**src/rtl/eep_spi_pkg.sv**
```systemverilog
package eep_spi_pkg;

   typedef enum logic [2:0] {
      CMD_NONE,
      CMD_WEN_SET,
      CMD_WEN_CLR,
      CMD_STAT_RD,
      CMD_STAT_WR,
      CMD_ARR_RD,
      CMD_ARR_WR
   } cmd_e;

   typedef enum logic [2:0] {
      PH_OPC,
      PH_ADDR,
      PH_DIN,
      PH_DOUT,
      PH_SKIP
   } phase_e;

   localparam int unsigned BYTE_W   = 8;
   localparam int unsigned AFIELD_W = 16;

   // bit 3 is ignored; upper nibble must be clear
   function automatic cmd_e decode_op(input logic [7:0] b);
      cmd_e c;
      c = CMD_NONE;
      if (b[7:4] == 4'h0) begin
         case (b[2:0])
            3'b110:  c = CMD_WEN_SET;
            3'b100:  c = CMD_WEN_CLR;
            3'b101:  c = CMD_STAT_RD;
            3'b001:  c = CMD_STAT_WR;
            3'b011:  c = CMD_ARR_RD;
            3'b010:  c = CMD_ARR_WR;
            default: c = CMD_NONE;
         endcase
      end
      return c;
   endfunction

endpackage

```
**src/rtl/eep_spi_pins.sv**
```systemverilog
module eep_spi_pins #(
   parameter bit HOLD_EN = 1'b1
) (
   input  logic clk,
   input  logic rst_n,
   input  logic csn,
   input  logic sck,
   input  logic holdn,
   output logic sck_rise,
   output logic sck_fall,
   output logic cs_rise,
   output logic held
);

   logic sck_q;
   logic csn_q;

   always_ff @(posedge clk or negedge rst_n) begin
      if (!rst_n) begin
         sck_q <= 1'b0;
         csn_q <= 1'b1;
      end else begin
         sck_q <= sck;
         csn_q <= csn;
      end
   end

   generate
      if (HOLD_EN) begin : g_hold
         // pause state only moves while the serial clock is low
         always_ff @(posedge clk or negedge rst_n) begin
            if (!rst_n)    held <= 1'b0;
            else if (csn)  held <= 1'b0;
            else if (!sck) held <= ~holdn;
         end
      end else begin : g_no_hold
         assign held = 1'b0;
      end
   endgenerate

   assign sck_rise = ~csn &  sck & ~sck_q & ~held;
   assign sck_fall = ~csn & ~sck &  sck_q & ~held;
   assign cs_rise  =  csn & ~csn_q;

endmodule

```
**src/rtl/eep_spi_frame.sv**
```systemverilog
module eep_spi_frame
   import eep_spi_pkg::*;
#(
   parameter int unsigned ADDR_W = 12,
   parameter int unsigned PAGE_W = 5
) (
   input  logic              clk,
   input  logic              rst_n,
   input  logic              csn,
   input  logic              sck_rise,
   input  logic              sck_fall,
   input  logic              cs_rise,
   input  logic              si,
   input  logic              busy,
   input  logic              wel,
   input  logic [7:0]        status_in,
   input  logic [7:0]        rd_data,
   output logic              so_q,
   output logic              dout_phase,
   output logic              set_wel,
   output logic              clr_wel,
   output logic              rd_req,
   output logic [ADDR_W-1:0] rd_addr,
   output logic              wr_valid,
   output logic [ADDR_W-1:0] wr_addr,
   output logic [7:0]        wr_data,
   output logic              wr_commit,
   output logic              wrsr_valid,
   output logic [7:0]        wrsr_data
);

   localparam int unsigned SH_W  = ADDR_W - 1;
   localparam int unsigned HI_W  = ADDR_W - PAGE_W;
   localparam int unsigned CNT_W = $clog2(AFIELD_W);

   phase_e            phase;
   cmd_e              kind;
   cmd_e              dec;
   logic [SH_W-1:0]   sh;
   logic [CNT_W-1:0]  bitcnt;
   logic [2:0]        ocnt;
   logic [7:0]        out_sh;
   logic [1:0]        pend;
   logic              got_byte;
   logic [ADDR_W-1:0] ptr;
   logic [7:0]        wrsr_q;
   logic [7:0]        byte_in;
   logic [ADDR_W-1:0] addr_in;

   assign byte_in    = {sh[6:0], si};
   assign addr_in    = {sh, si};
   assign dout_phase = (phase == PH_DOUT);
   assign wrsr_data  = wrsr_q;

   always_comb begin
      dec = decode_op(byte_in);
      if (busy && dec != CMD_STAT_RD) dec = CMD_NONE;
      if (dec == CMD_ARR_WR && !wel)  dec = CMD_NONE;
   end

   always_ff @(posedge clk or negedge rst_n) begin
      if (!rst_n) begin
         phase      <= PH_OPC;
         kind       <= CMD_NONE;
         sh         <= '0;
         bitcnt     <= '0;
         ocnt       <= '0;
         out_sh     <= '0;
         pend       <= '0;
         got_byte   <= 1'b0;
         ptr        <= '0;
         wrsr_q     <= '0;
         so_q       <= 1'b0;
         set_wel    <= 1'b0;
         clr_wel    <= 1'b0;
         rd_req     <= 1'b0;
         rd_addr    <= '0;
         wr_valid   <= 1'b0;
         wr_addr    <= '0;
         wr_data    <= '0;
         wr_commit  <= 1'b0;
         wrsr_valid <= 1'b0;
      end else begin
         set_wel    <= 1'b0;
         clr_wel    <= 1'b0;
         rd_req     <= 1'b0;
         wr_valid   <= 1'b0;
         wr_commit  <= 1'b0;
         wrsr_valid <= 1'b0;
         pend       <= {pend[0], 1'b0};
         if (pend[1]) out_sh <= rd_data;

         if (cs_rise && phase == PH_DIN && bitcnt[2:0] == 3'd0 && got_byte) begin
            if (kind == CMD_ARR_WR) wr_commit  <= 1'b1;
            else                    wrsr_valid <= 1'b1;
         end

         if (csn) begin
            phase    <= PH_OPC;
            kind     <= CMD_NONE;
            bitcnt   <= '0;
            got_byte <= 1'b0;
            pend     <= '0;
         end else if (sck_rise) begin
            sh <= addr_in[SH_W-1:0];
            case (phase)
               PH_OPC: begin
                  if (bitcnt == CNT_W'(7)) begin
                     bitcnt <= '0;
                     kind   <= dec;
                     case (dec)
                        CMD_WEN_SET: begin set_wel <= 1'b1; phase <= PH_SKIP; end
                        CMD_WEN_CLR: begin clr_wel <= 1'b1; phase <= PH_SKIP; end
                        CMD_STAT_RD: begin out_sh <= status_in; ocnt <= '0; phase <= PH_DOUT; end
                        CMD_STAT_WR: phase <= PH_DIN;
                        CMD_ARR_RD,
                        CMD_ARR_WR:  phase <= PH_ADDR;
                        default:     phase <= PH_SKIP;
                     endcase
                  end else begin
                     bitcnt <= bitcnt + CNT_W'(1);
                  end
               end
               PH_ADDR: begin
                  if (bitcnt == CNT_W'(AFIELD_W - 1)) begin
                     bitcnt <= '0;
                     if (kind == CMD_ARR_RD) begin
                        rd_addr <= addr_in;
                        rd_req  <= 1'b1;
                        pend    <= 2'b01;
                        ocnt    <= '0;
                        phase   <= PH_DOUT;
                     end else begin
                        ptr   <= addr_in;
                        phase <= PH_DIN;
                     end
                  end else begin
                     bitcnt <= bitcnt + CNT_W'(1);
                  end
               end
               PH_DIN: begin
                  bitcnt <= {{(CNT_W-3){1'b0}}, bitcnt[2:0] + 3'd1};
                  if (bitcnt[2:0] == 3'd7) begin
                     got_byte <= 1'b1;
                     if (kind == CMD_ARR_WR) begin
                        wr_valid <= 1'b1;
                        wr_addr  <= ptr;
                        wr_data  <= byte_in;
                        ptr      <= {ptr[ADDR_W-1 -: HI_W], ptr[PAGE_W-1:0] + PAGE_W'(1)};
                     end else begin
                        wrsr_q <= byte_in;
                     end
                  end
               end
               default: ;
            endcase
         end else if (sck_fall && phase == PH_DOUT) begin
            so_q   <= out_sh[7];
            out_sh <= {out_sh[6:0], 1'b0};
            ocnt   <= ocnt + 3'd1;
            if (ocnt == 3'd7) begin
               if (kind == CMD_ARR_RD) begin
                  rd_addr <= rd_addr + ADDR_W'(1);
                  rd_req  <= 1'b1;
                  pend    <= 2'b01;
               end else begin
                  out_sh <= status_in;
               end
            end
         end
      end
   end

endmodule

```
**src/rtl/eep_spi_slave.sv**
```systemverilog
module eep_spi_slave
   import eep_spi_pkg::*;
#(
   parameter int unsigned ADDR_W  = 12,
   parameter int unsigned PAGE_W  = 5,
   parameter bit          HOLD_EN = 1'b1
) (
   input  logic              clk,
   input  logic              rst_n,
   input  logic              csn,
   input  logic              sck,
   input  logic              si,
   input  logic              holdn,
   output logic              so,
   output logic              so_en,
   input  logic              busy,
   input  logic              wel,
   input  logic [7:0]        status_in,
   output logic              rd_req,
   output logic [ADDR_W-1:0] rd_addr,
   input  logic [7:0]        rd_data,
   output logic              wr_valid,
   output logic [ADDR_W-1:0] wr_addr,
   output logic [7:0]        wr_data,
   output logic              wr_commit,
   output logic              wrsr_valid,
   output logic [7:0]        wrsr_data,
   output logic              set_wel,
   output logic              clr_wel
);

   if (ADDR_W < 8 || ADDR_W > AFIELD_W) begin : g_bad_addr_w
      $error("eep_spi_slave: ADDR_W must lie in 8..16");
   end
   if (PAGE_W < 1 || PAGE_W >= ADDR_W) begin : g_bad_page_w
      $error("eep_spi_slave: PAGE_W must lie in 1..ADDR_W-1");
   end

   logic sck_rise;
   logic sck_fall;
   logic cs_rise;
   logic held;
   logic dout_phase;

   eep_spi_pins #(
      .HOLD_EN (HOLD_EN)
   ) i_pins (
      .clk      (clk),
      .rst_n    (rst_n),
      .csn      (csn),
      .sck      (sck),
      .holdn    (holdn),
      .sck_rise (sck_rise),
      .sck_fall (sck_fall),
      .cs_rise  (cs_rise),
      .held     (held)
   );

   eep_spi_frame #(
      .ADDR_W (ADDR_W),
      .PAGE_W (PAGE_W)
   ) i_frame (
      .clk        (clk),
      .rst_n      (rst_n),
      .csn        (csn),
      .sck_rise   (sck_rise),
      .sck_fall   (sck_fall),
      .cs_rise    (cs_rise),
      .si         (si),
      .busy       (busy),
      .wel        (wel),
      .status_in  (status_in),
      .rd_data    (rd_data),
      .so_q       (so),
      .dout_phase (dout_phase),
      .set_wel    (set_wel),
      .clr_wel    (clr_wel),
      .rd_req     (rd_req),
      .rd_addr    (rd_addr),
      .wr_valid   (wr_valid),
      .wr_addr    (wr_addr),
      .wr_data    (wr_data),
      .wr_commit  (wr_commit),
      .wrsr_valid (wrsr_valid),
      .wrsr_data  (wrsr_data)
   );

   assign so_en = dout_phase & ~held & ~csn;

endmodule

```
**config.mk**
```make
export PLATFORM = sky130hd
export DESIGN_NAME = eep_spi_slave
export DESIGN_NICKNAME = d
export VERILOG_FILES = /design/src/rtl/eep_spi_pkg.sv /design/src/rtl/eep_spi_pins.sv /design/src/rtl/eep_spi_frame.sv /design/src/rtl/eep_spi_slave.sv
export SDC_FILE = /design/constraint.sdc
export NUM_CORES = 1
export LEC_CHECK = 0
export CORE_ASPECT_RATIO = 0.7
export CORE_UTILIZATION = 60
export CTS_BUF_LIST = sky130_fd_sc_hd__clkbuf_16
export CTS_CLUSTER_SIZE = 14
export DETAILED_ROUTE_END_ITERATION = 10
export DONT_BUFFER_PORTS = 1
export GPL_ROUTABILITY_DRIVEN = 1
export PLACE_DENSITY = 0.82
export REMOVE_ABC_BUFFERS = 1
export SLEW_MARGIN = 5
export SYNTH_ARGS = -nofsm -noshare
export SYNTH_HDL_FRONTEND = slang
export SYNTH_HIERARCHICAL = 1
export SYNTH_SLANG_ARGS = --single-unit
```
**constraint.sdc**
```tcl
create_clock -name clk -period 7 [get_ports clk]
set_clock_uncertainty 0.1 [all_clocks]
set_input_delay 1.05 -clock clk [delete_from_list [all_inputs] [get_ports clk]]
set_output_delay 1.05 -clock clk [all_outputs]
set_load 0.01 [all_outputs]
```
==> metrics.txt <==
status finished, violations left; violated checks design-rule violations; root buf cell clkbuf_16; Chip Width 112 um; Avg Cell Area, Syn 10.8 um2; Post-synth top cells 95 x dfrtp_1, 60 x nand2_1, 46 x mux2_2; Seq cells post-synth 96; post-synthesis sequential area ratio 47.6%; antenna viol nets, final 0; # clock sinks 96; Inst Count DP 540; full die area 8800 um2; Lkg Pwr 0.00253 uW; Initial Utilization 63.1%; CP max stage cell nor2_2; peak supply drop 0.000184 V; # diodes 0; number of global-route vias before repair 3736; CP Max Fanout 25; slew margin rel. 28.7%; WL final 11500 um; Core Box Area 8010 um2; minimum clock period 3.80 ns; Synth top area share 47.0%; Worst Path Required 7.12 ns; Clock Latency Late Sink 0.34 ns; RSZ-0062 raised after global routing no; Worst EP arrival 3.92 ns; R2R Setup Slk 3.51 ns; post-layout net count 481; largest net degree at the start of global routing 97; GR Overflow Total 0; Worst R2R Start i_pins/sck_q$_DFF_PN0_; IO Port Bufs 0; HP Class primary input to asynchronous set/reset pin; worst slew pin tran 1.07 ns; final-report hold violation count 0; clock tree buffer depth 2; Mapped Cells 467; Post-CTS Resized 0; share of layout cells above drive strength 1 18.9%; Startpoint Class primary input; Worst R2R Path Depth 6; Setup CP Type primary input to flop; Max-cap violations 0; reg2reg end i_frame/wr_addr[7]$_DFFE_PN0P_; clock transition at the registers of the reported paths 0.06 ns; top_reg_cell synth dfrtp_1; dominant cell type by area after synthesis dfrtp_1; initial antenna violation count 0; GPL Wtd Cong 0.867; DRC viols 4; Detailed Route Iter0 Violations 358; Die Span Y 78.8 um; top area cells in the synthesized netlist dfrtp_1 47%, mux2_2 10%, nand2_1 4.5%; router iterations before antenna repair 9; total track usage 27.9%; WL/cell 20.7 um; Num CTS Buffers 9; vias per std cell 6.69; CP max stage delay 0.88 ns; H-Tree Depth 3; top-count cell post-synth dfrtp_1; post-synthesis cell type count 73; final non-filler cell total 555; CTS tree built; Cell Chain, Critical Path nor4b_2 -> buf_4 -> nor2b_1 -> nand3_1 -> nor2_2 -> mux2_2; power per cell area 213 nW/um2; Fmax 263 MHz; EDFF count, synth 0; Slew Limit Fails 0; synthesized area 5050 um2; Fin Setup TNS 0 ns; Final Setup Violations 0; final period utilization 54.3%; first-pass GRT wire length 19100 um; Syn-to-layout area delta 4.70%; number of hold buffers added after CTS 0; via count 3712; hpwl dp 7710 um; Post-synth ARST share 100%; io pins 72; crit path capture type flop; Row Count 27; setup bufs post-CTS 0; Yosys Warn Count 6
## layout make-up
type | count | area (um2)
Clock buffer | 9 | 225
Clock inverter | 6 | 28.8
Fill cell | 595 | 2720
Inverter | 17 | 63.8
Multi-Input combinational cell | 324 | 2430
Sequential cell | 96 | 2400
Tap cell | 101 | 126
Timing Repair Buffer | 2 | 15.0
## through the flow
step / instance area [um2] / utilization (%) / setup slack [ns] / hold WS, ns / power [uW]
2_1_floorplan: 4890 / - / 1.70 / 0.362 / 679
3_3_place_gp: 5040 / 62.9 / 3.01 / 0.386 / 699
3_5_place_dp: 5040 / 62.9 / 2.90 / 0.395 / 707
4_1_cts: 5290 / 66.1 / 3.24 / 0.293 / 1130
5_1_grt: 5290 / 66.1 / 2.91 / 0.285 / 1170
6_report: 5290 / 66.1 / 3.20 / 0.302 / 1130
## state kept, by name (all words and copies together) (netlist names), 2 cells and up
name and count:
i_frame/out_sh 8, i_frame/sh 11, i_frame/pend 2, i_frame/wr_data 8
i_frame/kind 3, i_frame/wrsr_data 8, i_frame/rd_addr 12, i_frame/wr_addr 12
i_frame/phase 3, i_frame/bitcnt 4, i_frame/ptr 12, i_frame/ocnt 3
## layout by cell type, fill, tap and decap left out, drive strengths merged, types with 5 or more instances in the layout
cell type,synthesis,routed
a21oi,7,7
a31oi,12,12
a41oi,6,6
and3,8,8
clkbuf,12,9
clkinv,0,5
dfrtp,95,95
ha,7,7
inv,17,18
mux2,50,50
mux2i,17,17
nand2,60,60
nand2b,7,7
nand3,15,15
nand3b,6,6
nor2,18,18
nor2b,8,8
nor3,7,7
nor4,8,8
o21ai,10,10
o221ai,12,12
or3b,5,5
## per-layer routing
metal	GRT usage, %	vias up	wire length [um]
met2	44.0	165	5390
met3	10.0	15	1060
met1	36.8	1834	4900
met5	0	-	0
met4	7.03	0	128
li1	-	1698	-
## power breakdown
group	leakage, uW	total (uW)	switching, uW	internal (uW)
Combinational	0.00111	96.9	46.6	50.3
Clock	0.000129	425	192	234
Sequential	0.00129	603	29.1	574
## critical path: cells and delay by family
kind                   cells  cell delay, ns
AND/OR/NAND/NOR            4            2.12
multiplexers               1            0.43
buffers and inverters      1            0.30
## how the worst max path moves through the flow
| stage | start | to | slack (ns) | cells after the start |
|---|---|---|---|---|
| finish | csn | i_frame/wr_addr[7]$_DFFE_PN0P_ | 3.20 | 6 |
| global route | csn | i_frame/wr_addr[7]$_DFFE_PN0P_ | 2.91 | 6 |
| CTS | csn | i_frame/wr_addr[2]$_DFFE_PN0P_ | 3.24 | 6 |
| detailed placement | csn | i_frame/wr_addr[7]$_DFFE_PN0P_ | 2.90 | 6 |
| global placement | csn | i_frame/wr_addr[11]$_DFFE_PN0P_ | 3.01 | 6 |
| floorplan | csn | i_frame/wr_data[0]$_DFFE_PN0P_ | 1.70 | 5 |
## cell families after synthesis
group | share of synthesized area [%]
and+or+nand+nor | 18.9
DFF | 47.6
AOI/OAI and AO/OA | 12.4
muxes | 14.7
buffers and inverters | 4.56
adders and majority gates | 1.73
xor gates and xnor gates | 0.173
No activity file was read; power rests on OpenSTA's default activity.
